### src/rtl/dbuf_pkg.sv
package dbuf_pkg;

   typedef struct packed {
      logic partial_set;
      logic rx_ready_clr;
      logic access_ready_set;
      logic master_clr;
      logic tx_underflow_clr;
      logic tx_ready_clr;
      logic rx_overrun_clr;
      logic engine_kick;
   } dbuf_evt_t;

endpackage

### src/rtl/dbuf_lane_order.sv
module dbuf_lane_order #(
   parameter int BYTE_W = 8,
   parameter int LANES  = 2,
   localparam int WORD_W = BYTE_W * LANES
) (
   input  logic [WORD_W-1:0] word_in,
   input  logic              reverse,
   output logic [WORD_W-1:0] word_out
);

   logic [WORD_W-1:0] flipped;

   generate
      if (LANES < 1) begin : g_bad
         $error("dbuf_lane_order: LANES must be at least 1");
      end
      for (genvar i = 0; i < LANES; i++) begin : g_lane
         assign flipped[i*BYTE_W +: BYTE_W] = word_in[(LANES-1-i)*BYTE_W +: BYTE_W];
      end
   endgenerate

   assign word_out = reverse ? flipped : word_in;

endmodule

### src/rtl/dbuf_tx_pick.sv
module dbuf_tx_pick #(
   parameter int BYTE_W    = 8,
   parameter int BUF_BYTES = 4,
   localparam int BUF_W = BYTE_W * BUF_BYTES,
   localparam int CNT_W = $clog2(BUF_BYTES + 1)
) (
   input  logic [BUF_W-1:0]  lanes,
   input  logic [CNT_W-1:0]  count,
   output logic [BYTE_W-1:0] pick
);

   always_comb begin
      pick = '0;
      for (int i = 0; i < BUF_BYTES; i++) begin
         if (count == CNT_W'(i + 1)) pick = lanes[i*BYTE_W +: BYTE_W];
      end
   end

endmodule

### src/rtl/dbuf_event_reg.sv
module dbuf_event_reg
   import dbuf_pkg::*;
(
   input  logic      clk,
   input  logic      rst_n,
   input  dbuf_evt_t evt_d,
   output dbuf_evt_t evt_q
);

   always_ff @(posedge clk or negedge rst_n) begin
      if (!rst_n) evt_q <= '0;
      else        evt_q <= evt_d;
   end

endmodule

### src/rtl/byte_pack_buffer.sv
module byte_pack_buffer
   import dbuf_pkg::*;
#(
   parameter int BYTE_W     = 8,
   parameter int BUF_BYTES  = 4,
   parameter int PORT_BYTES = 2,
   localparam int BUF_W  = BYTE_W * BUF_BYTES,
   localparam int PORT_W = BYTE_W * PORT_BYTES,
   localparam int CNT_W  = $clog2(BUF_BYTES + 1)
) (
   input  logic              clk,
   input  logic              rst_n,
   input  logic              host_wr,
   input  logic              host_wr_byte,
   input  logic [PORT_W-1:0] host_wdata,
   input  logic              host_rd,
   output logic [PORT_W-1:0] host_rdata,
   input  logic              msb_first,
   input  logic              is_master,
   input  logic              is_tx,
   input  logic              eng_rx_valid,
   input  logic [BYTE_W-1:0] eng_rx_byte,
   input  logic              eng_tx_take,
   output logic [BYTE_W-1:0] eng_tx_byte,
   output logic [CNT_W-1:0]  tx_count,
   output logic [CNT_W-1:0]  rx_count,
   output logic              ev_partial_set,
   output logic              ev_rx_ready_clr,
   output logic              ev_access_ready_set,
   output logic              ev_master_clr,
   output logic              ev_tx_underflow_clr,
   output logic              ev_tx_ready_clr,
   output logic              ev_rx_overrun_clr,
   output logic              ev_engine_kick
);

   localparam logic [CNT_W-1:0] TX_LIMIT = CNT_W'(BUF_BYTES - PORT_BYTES);
   localparam logic [CNT_W-1:0] CNT_PORT = CNT_W'(PORT_BYTES);
   localparam logic [CNT_W-1:0] CNT_FULL = CNT_W'(BUF_BYTES);
   localparam logic [CNT_W-1:0] CNT_ONE  = CNT_W'(1);

   generate
      if (PORT_BYTES < 2) begin : g_port_chk
         $error("byte_pack_buffer: PORT_BYTES must be at least 2");
      end
      if (BUF_BYTES < 2 * PORT_BYTES) begin : g_buf_chk
         $error("byte_pack_buffer: BUF_BYTES must hold two port words");
      end
   endgenerate

   logic [BUF_W-1:0]  lanes_q, lanes_d;
   logic [CNT_W-1:0]  tx_q, tx_d, rx_q, rx_d;
   logic [PORT_W-1:0] rdata_q, rdata_d;
   logic [PORT_W-1:0] wr_word, rd_word;
   dbuf_evt_t         evt_d, evt_q;

   // Host access outranks the engine; a write outranks a read.
   logic wr_go, rd_go, host_busy, wr_ok;
   assign wr_go     = host_wr;
   assign rd_go     = host_rd & ~host_wr;
   assign host_busy = host_wr | host_rd;
   assign wr_ok     = wr_go && (tx_q <= TX_LIMIT);

   dbuf_lane_order #(.BYTE_W(BYTE_W), .LANES(PORT_BYTES)) u_wr_order (
      .word_in (host_wdata),
      .reverse (~msb_first),
      .word_out(wr_word)
   );

   dbuf_lane_order #(.BYTE_W(BYTE_W), .LANES(PORT_BYTES)) u_rd_order (
      .word_in (lanes_q[PORT_W-1:0]),
      .reverse (msb_first),
      .word_out(rd_word)
   );

   dbuf_tx_pick #(.BYTE_W(BYTE_W), .BUF_BYTES(BUF_BYTES)) u_tx_pick (
      .lanes(lanes_q),
      .count(tx_q),
      .pick (eng_tx_byte)
   );

   always_comb begin
      lanes_d = lanes_q;
      tx_d    = tx_q;
      rx_d    = rx_q;
      rdata_d = rdata_q;
      evt_d   = '0;
      if (wr_ok) begin
         if (host_wr_byte) begin
            lanes_d = {lanes_q[BUF_W-BYTE_W-1:0], host_wdata[BYTE_W-1:0]};
            tx_d    = tx_q + CNT_ONE;
         end else begin
            lanes_d = {lanes_q[BUF_W-PORT_W-1:0], wr_word};
            tx_d    = tx_q + CNT_PORT;
         end
         evt_d.tx_underflow_clr = 1'b1;
         evt_d.tx_ready_clr     = (tx_d > TX_LIMIT);
      end else if (rd_go) begin
         evt_d.rx_overrun_clr = 1'b1;
         evt_d.engine_kick    = 1'b1;
         if (rx_q == '0) begin
            rdata_d = '0;
         end else begin
            rdata_d = rd_word;
            if (rx_q < CNT_PORT) begin
               evt_d.partial_set = 1'b1;
               rx_d = '0;
            end else if (rx_q > CNT_PORT) begin
               lanes_d = lanes_q >> PORT_W;
               rx_d    = rx_q - CNT_PORT;
            end else begin
               rx_d = '0;
            end
         end
         if (rx_d == '0) begin
            evt_d.rx_ready_clr = 1'b1;
            if (is_master && !is_tx) begin
               evt_d.access_ready_set = 1'b1;
               evt_d.master_clr       = 1'b1;
            end
         end
      end else if (!host_busy) begin
         if (eng_rx_valid && rx_q < CNT_FULL) begin
            for (int i = 0; i < BUF_BYTES; i++) begin
               if (rx_q == CNT_W'(i)) lanes_d[i*BYTE_W +: BYTE_W] = eng_rx_byte;
            end
            rx_d = rx_q + CNT_ONE;
         end
         if (eng_tx_take && tx_q != '0) tx_d = tx_q - CNT_ONE;
      end
   end

   always_ff @(posedge clk or negedge rst_n) begin
      if (!rst_n) begin
         lanes_q <= '0;
         tx_q    <= '0;
         rx_q    <= '0;
         rdata_q <= '0;
      end else begin
         lanes_q <= lanes_d;
         tx_q    <= tx_d;
         rx_q    <= rx_d;
         rdata_q <= rdata_d;
      end
   end

   dbuf_event_reg u_evt (
      .clk  (clk),
      .rst_n(rst_n),
      .evt_d(evt_d),
      .evt_q(evt_q)
   );

   assign host_rdata          = rdata_q;
   assign tx_count            = tx_q;
   assign rx_count            = rx_q;
   assign ev_partial_set      = evt_q.partial_set;
   assign ev_rx_ready_clr     = evt_q.rx_ready_clr;
   assign ev_access_ready_set = evt_q.access_ready_set;
   assign ev_master_clr       = evt_q.master_clr;
   assign ev_tx_underflow_clr = evt_q.tx_underflow_clr;
   assign ev_tx_ready_clr     = evt_q.tx_ready_clr;
   assign ev_rx_overrun_clr   = evt_q.rx_overrun_clr;
   assign ev_engine_kick      = evt_q.engine_kick;

   // a single-byte write adds exactly one pending byte
   a_r3_byte_count: assert property (@(posedge clk) disable iff (!rst_n)
      (host_wr && host_wr_byte && tx_count <= TX_LIMIT) |=> (tx_count == $past(tx_count) + CNT_ONE));

   // a refused write changes nothing and raises no pulse
   a_r4_refuse: assert property (@(posedge clk) disable iff (!rst_n)
      (host_wr && tx_count > TX_LIMIT) |=> ($stable(tx_count) && !ev_tx_underflow_clr));

   // accepted write clears underflow
   a_r5_underflow_clr: assert property (@(posedge clk) disable iff (!rst_n)
      (host_wr && tx_count <= TX_LIMIT) |=> ev_tx_underflow_clr);

   // a full receive side ignores more bytes
   a_r7_rx_full: assert property (@(posedge clk) disable iff (!rst_n)
      (!host_wr && !host_rd && eng_rx_valid && rx_count == CNT_FULL) |=> (rx_count == CNT_FULL));

   // lone-byte read flags and empties
   a_r9_partial: assert property (@(posedge clk) disable iff (!rst_n)
      (host_rd && !host_wr && rx_count == CNT_ONE) |=> (ev_partial_set && rx_count == '0));

   // every read clears overrun and lets the engine go on
   a_r11_read_pulses: assert property (@(posedge clk) disable iff (!rst_n)
      (host_rd && !host_wr) |=> (ev_rx_overrun_clr && ev_engine_kick));

   // empty read returns zero, counts unchanged
   a_r12_empty_read: assert property (@(posedge clk) disable iff (!rst_n)
      (host_rd && !host_wr && rx_count == '0) |=> (host_rdata == '0 && rx_count == '0 && $stable(tx_count)));

   // engine strobes are ignored during a host access
   a_r13_host_first: assert property (@(posedge clk) disable iff (!rst_n)
      (host_rd && !host_wr) |=> $stable(tx_count));

endmodule

### config.mk
export PLATFORM = sky130hd
export DESIGN_NAME = byte_pack_buffer
export DESIGN_NICKNAME = d
export VERILOG_FILES = /design/src/rtl/dbuf_pkg.sv /design/src/rtl/dbuf_lane_order.sv /design/src/rtl/dbuf_tx_pick.sv /design/src/rtl/dbuf_event_reg.sv /design/src/rtl/byte_pack_buffer.sv
export SDC_FILE = /design/constraint.sdc
export NUM_CORES = 1
export LEC_CHECK = 0
export BUFFER_PORTS_ARGS = -buffer_cell sky130_fd_sc_hd__buf_2
export CORE_ASPECT_RATIO = 0.5
export CORE_MARGIN = 2
export CORE_UTILIZATION = 53
export DETAILED_ROUTE_END_ITERATION = 7
export GPL_ROUTABILITY_DRIVEN = 0
export PLACE_DENSITY = 0.74
export SLEW_MARGIN = 20
export SYNTH_ARGS = -nofsm -noshare
export SYNTH_HDL_FRONTEND = slang
export SYNTH_SLANG_ARGS = --single-unit
### constraint.sdc
create_clock -name clk -period 4.15 [get_ports clk]
set_input_delay 0.83 -clock clk [delete_from_list [all_inputs] [get_ports clk]]
set_output_delay 0.83 -clock clk [all_outputs]
set_load 0.005 [all_outputs]
==> impl_metrics.csv <==
group,metric,value,unit
synth,yosysMostFrequentCell,"dfrtp_1",
synth,synth_edf_count,0,
floorplan,chipHeight,65.3,um
floorplan,core.rowCount,22,
clocking,cts_buffer_depth,2,
global_routing,grt_pass1_vias,3250,
global_routing,grt_pass1_wl,17600,um
worst_setup_path,worstSetupStartpointType,"flip-flop",
placed_design,place_area,4350,um^2
worst_hold_path,min_from,"host_rdata[2]",
synth,yosysTopAreaCellShare,37.7,%
routing,firstDrtPassIters,5,
routing,wl_per_cell,19.4,um
pwr,internal_power,2120,uW
routing,vias,3422,
final_layout,fin_cells,557,
final_layout,synthToLayoutAreaGrowth,17.5,%
worst_setup_path,endpoint_kind,"primary output",
timing,fin_skew,2.38,ps
pwr,seqPwrFrac,34.7,%
synth,synth_top_cell_by_area,"dfrtp_1",
pwr,finalPower,3490,uW
worst_setup_path,arrival,2370,ps
final_layout,fillers,596,
global_routing,grt_antenna_before_repair,0,
placed_design,port_buffers,71,
synth,yosys_most_used_dff,"dfrtp_1",
synth,synth-seq-cells,60,
synth,syn-cell-area,3990,um^2
pwr,swShare,39.3,%
clocking,cts_hold_buf,0,
final_layout,multi_input_area,2270,um^2
synth,synth_cell_types,47,
worst_setup_path,worst-endpoint-required,3320,ps
worst_setup_path,reg2reg_from,"tx_count[0]",
synth,synth_area_per_cell,9.97,um^2
timing,period_share,77.1,%
placed_design,pre_cts_ws,1330,ps
worst_setup_path,ff2ff_path_depth,6,
placed_design,dp.cells,541,
synth,synth-seq-area-share,37.7,%
worst_hold_path,min_delay_path_depth,2,
worst_setup_path,cp_max_fo,9,
timing,setup_viol,0,
worst_setup_path,r2r_end,"lanes_q[16]",
clocking,numCtsBuffers,9,
final_layout,regArea,1500,um^2
routing,drt_iter0_drc,384,
synth,ys_warn_count,0,
timing,worst_pin_slew,859,ps
final_layout,drive_above_1_share,29.7,%
global_routing,grt_max_degree,39,
final_layout,antenna_cells,0,
synth,synth_common_cells,"60 x dfrtp_1, 50 x mux2i_1, 43 x o21ai_0, 38 x mux2_2, 26 x nand2_1",
pwr,powerDensity,745,nW/um^2
timing,hold_viol,0,
worst_setup_path,worst-setup-path-type,"flip-flop to primary output",
routing,drc,0,
global_routing,grt_overflow_total,0,
clocking,clock-sinks,60,
pwr,p_comb_share,41.0,%
worst_hold_path,hp-class,"flip-flop to flip-flop",
floorplan,ios,72,
timing,rsz0062_at_grt,"false",
outcome,outcome,"finished clean",
routing,drt-total-wl,10800,um
synth,syn_nets,447,
synth,synthCells,400,
synth,synth-async-reset-ratio,100,%
timing,post-route-worst-setup-slack,952,ps
floorplan,dieArea,8280,um^2
clocking,post_cts_buffers,0,
timing,finalCriticalPeriod,3200,ps
clocking,cts_resized,0,
flow_run,drv_cap,0,
worst_setup_path,reg2reg_slack,1360,ps
synth,synth_area_leaders,"dfrtp_1 38%, mux2i_1 13%, mux2_2 11%, o21ai_0 5.4%, ha_1 4.1%",
routing,via_per_inst,6.14,
clocking,cts_root_buf,"clkbuf_16",
global_routing,grt_usage,27.8,%
pwr,clockPowerShare,24.3,%
pwr,vdd_drop_max,0.363,mV
timing,slew_headroom,42.7,%
routing,ant_nets,0,
timing,final.setup.tns,0,ps
floorplan,initial_utilization,54.5,%
pwr,power_leakage,0.00226,uW
timing,finalMaxSlewViolations,0,
final_layout,finish.instance_area,4680,um^2
floorplan,core-area,7320,um^2
clocking,cts_tree,"done",
clocking,clkTransAtPathRegs,50,ps
timing,clock.fmax,313,MHz
placed_design,post-dp-hpwl,7660,um
worst_hold_path,min_to,"host_rdata[2]",
final_layout,final_net_count,503,
clocking,cts_htree_levels,3,
pwr,switchingPower,1370,uW
floorplan,die_w,127,um
clocking,insertion_delay,330,ps
routing by layer:
metal / up-vias / GRT usage [%] / wire length (um)
li1: 1586 / - / -
met1: 1668 / 41.3 / 5340
met2: 156 / 39.3 / 4410
met3: 12 / 8.63 / 927
met4: 0 / 6.73 / 107
met5: - / 0 / 0
critical path: stages (launching register included):
cell and delay [ps]:
dfrtp_1 420, inv_1 140, ha_1 230, and2_1 280, nor2b_1 560, a22oi_1 150
o21ai_0 120, buf_2 140
registers in the layout, summed over array words and instances, names as in the netlist, named ones only:
signal       cells
u_evt.evt_q      6
tx_count         3
rx_count         1
host_rdata      16
lanes_q         32
cells in the final DEF, fill, tap and decap left out, types with 4 or more instances in the layout:
master     synthesis  layout
a21oi_1           14      14
o22ai_1           12      12
nand2_1           26      26
mux2i_1           50      50
buf_2             10      71
ha_1              13      13
nand2b_1           5       5
o22a_1             8       8
dfrtp_1           60      60
o2bb2ai_1          4       4
clkbuf_16          0       9
mux2_2            38      38
a22oi_1            8       8
buf_4              3       5
o21ai_0           43      43
nor2b_1            5       5
a32oi_1            8       8
a2bb2oi_1          8       8
inv_1             17      17
nor2_1            20      20
worst max-delay path by stage:
stage               depth (start not counted)   startpoint              to
detailed placement                          7  tx_count[0]  eng_tx_byte[3]
global route                                7  tx_count[1]  eng_tx_byte[5]
floorplan                                   8  tx_count[0]  eng_tx_byte[0]
global placement                            7  tx_count[0]  eng_tx_byte[2]
finish                                      7  tx_count[0]  eng_tx_byte[4]
CTS                                         7  tx_count[0]  eng_tx_byte[3]
area by class of cell:
class | count | area share (%)
Multi-Input combinational cell | 291 | 48.5
Inverter | 18 | 1.44
Sequential cell | 60 | 32.1
Tap cell | 96 | 2.56
Clock inverter | 5 | 2.14
Clock buffer | 11 | 4.97
Timing Repair Buffer | 76 | 8.39
power by group through the flow:
| stage | clock network, uW | logic (uW) | registers (uW) |
|---|---|---|---|
| global route | 882 | 1590 | 1250 |
| global placement | 0 | 1380 | 1190 |
| CTS | 859 | 1430 | 1190 |
| finish | 846 | 1430 | 1210 |
| floorplan | 0 | 1010 | 1080 |
| detailed placement | 0 | 1410 | 1200 |
metrics by stage:
stage | hold WS [ps] | utilization [%]
CTS | 478 | 64.0
finish | 469 | 64.0
global route | 499 | 64.0
global placement | 460 | 59.4
detailed placement | 466 | 59.4
floorplan | 473 | -
logic make-up after synthesis:
| logic type | share of synthesized area [%] |
|---|---|
| flip-flops | 37.7 |
| XOR/XNOR | 0.439 |
| AND/OR/NAND/NOR | 7.66 |
| AO/OA/AOI/OAI | 20.9 |
| adder cells (fa/ha/maj) | 4.08 |
| multiplexers | 23.8 |
| buffers and inverters | 5.43 |
Power figures use the tool's default switching activity.
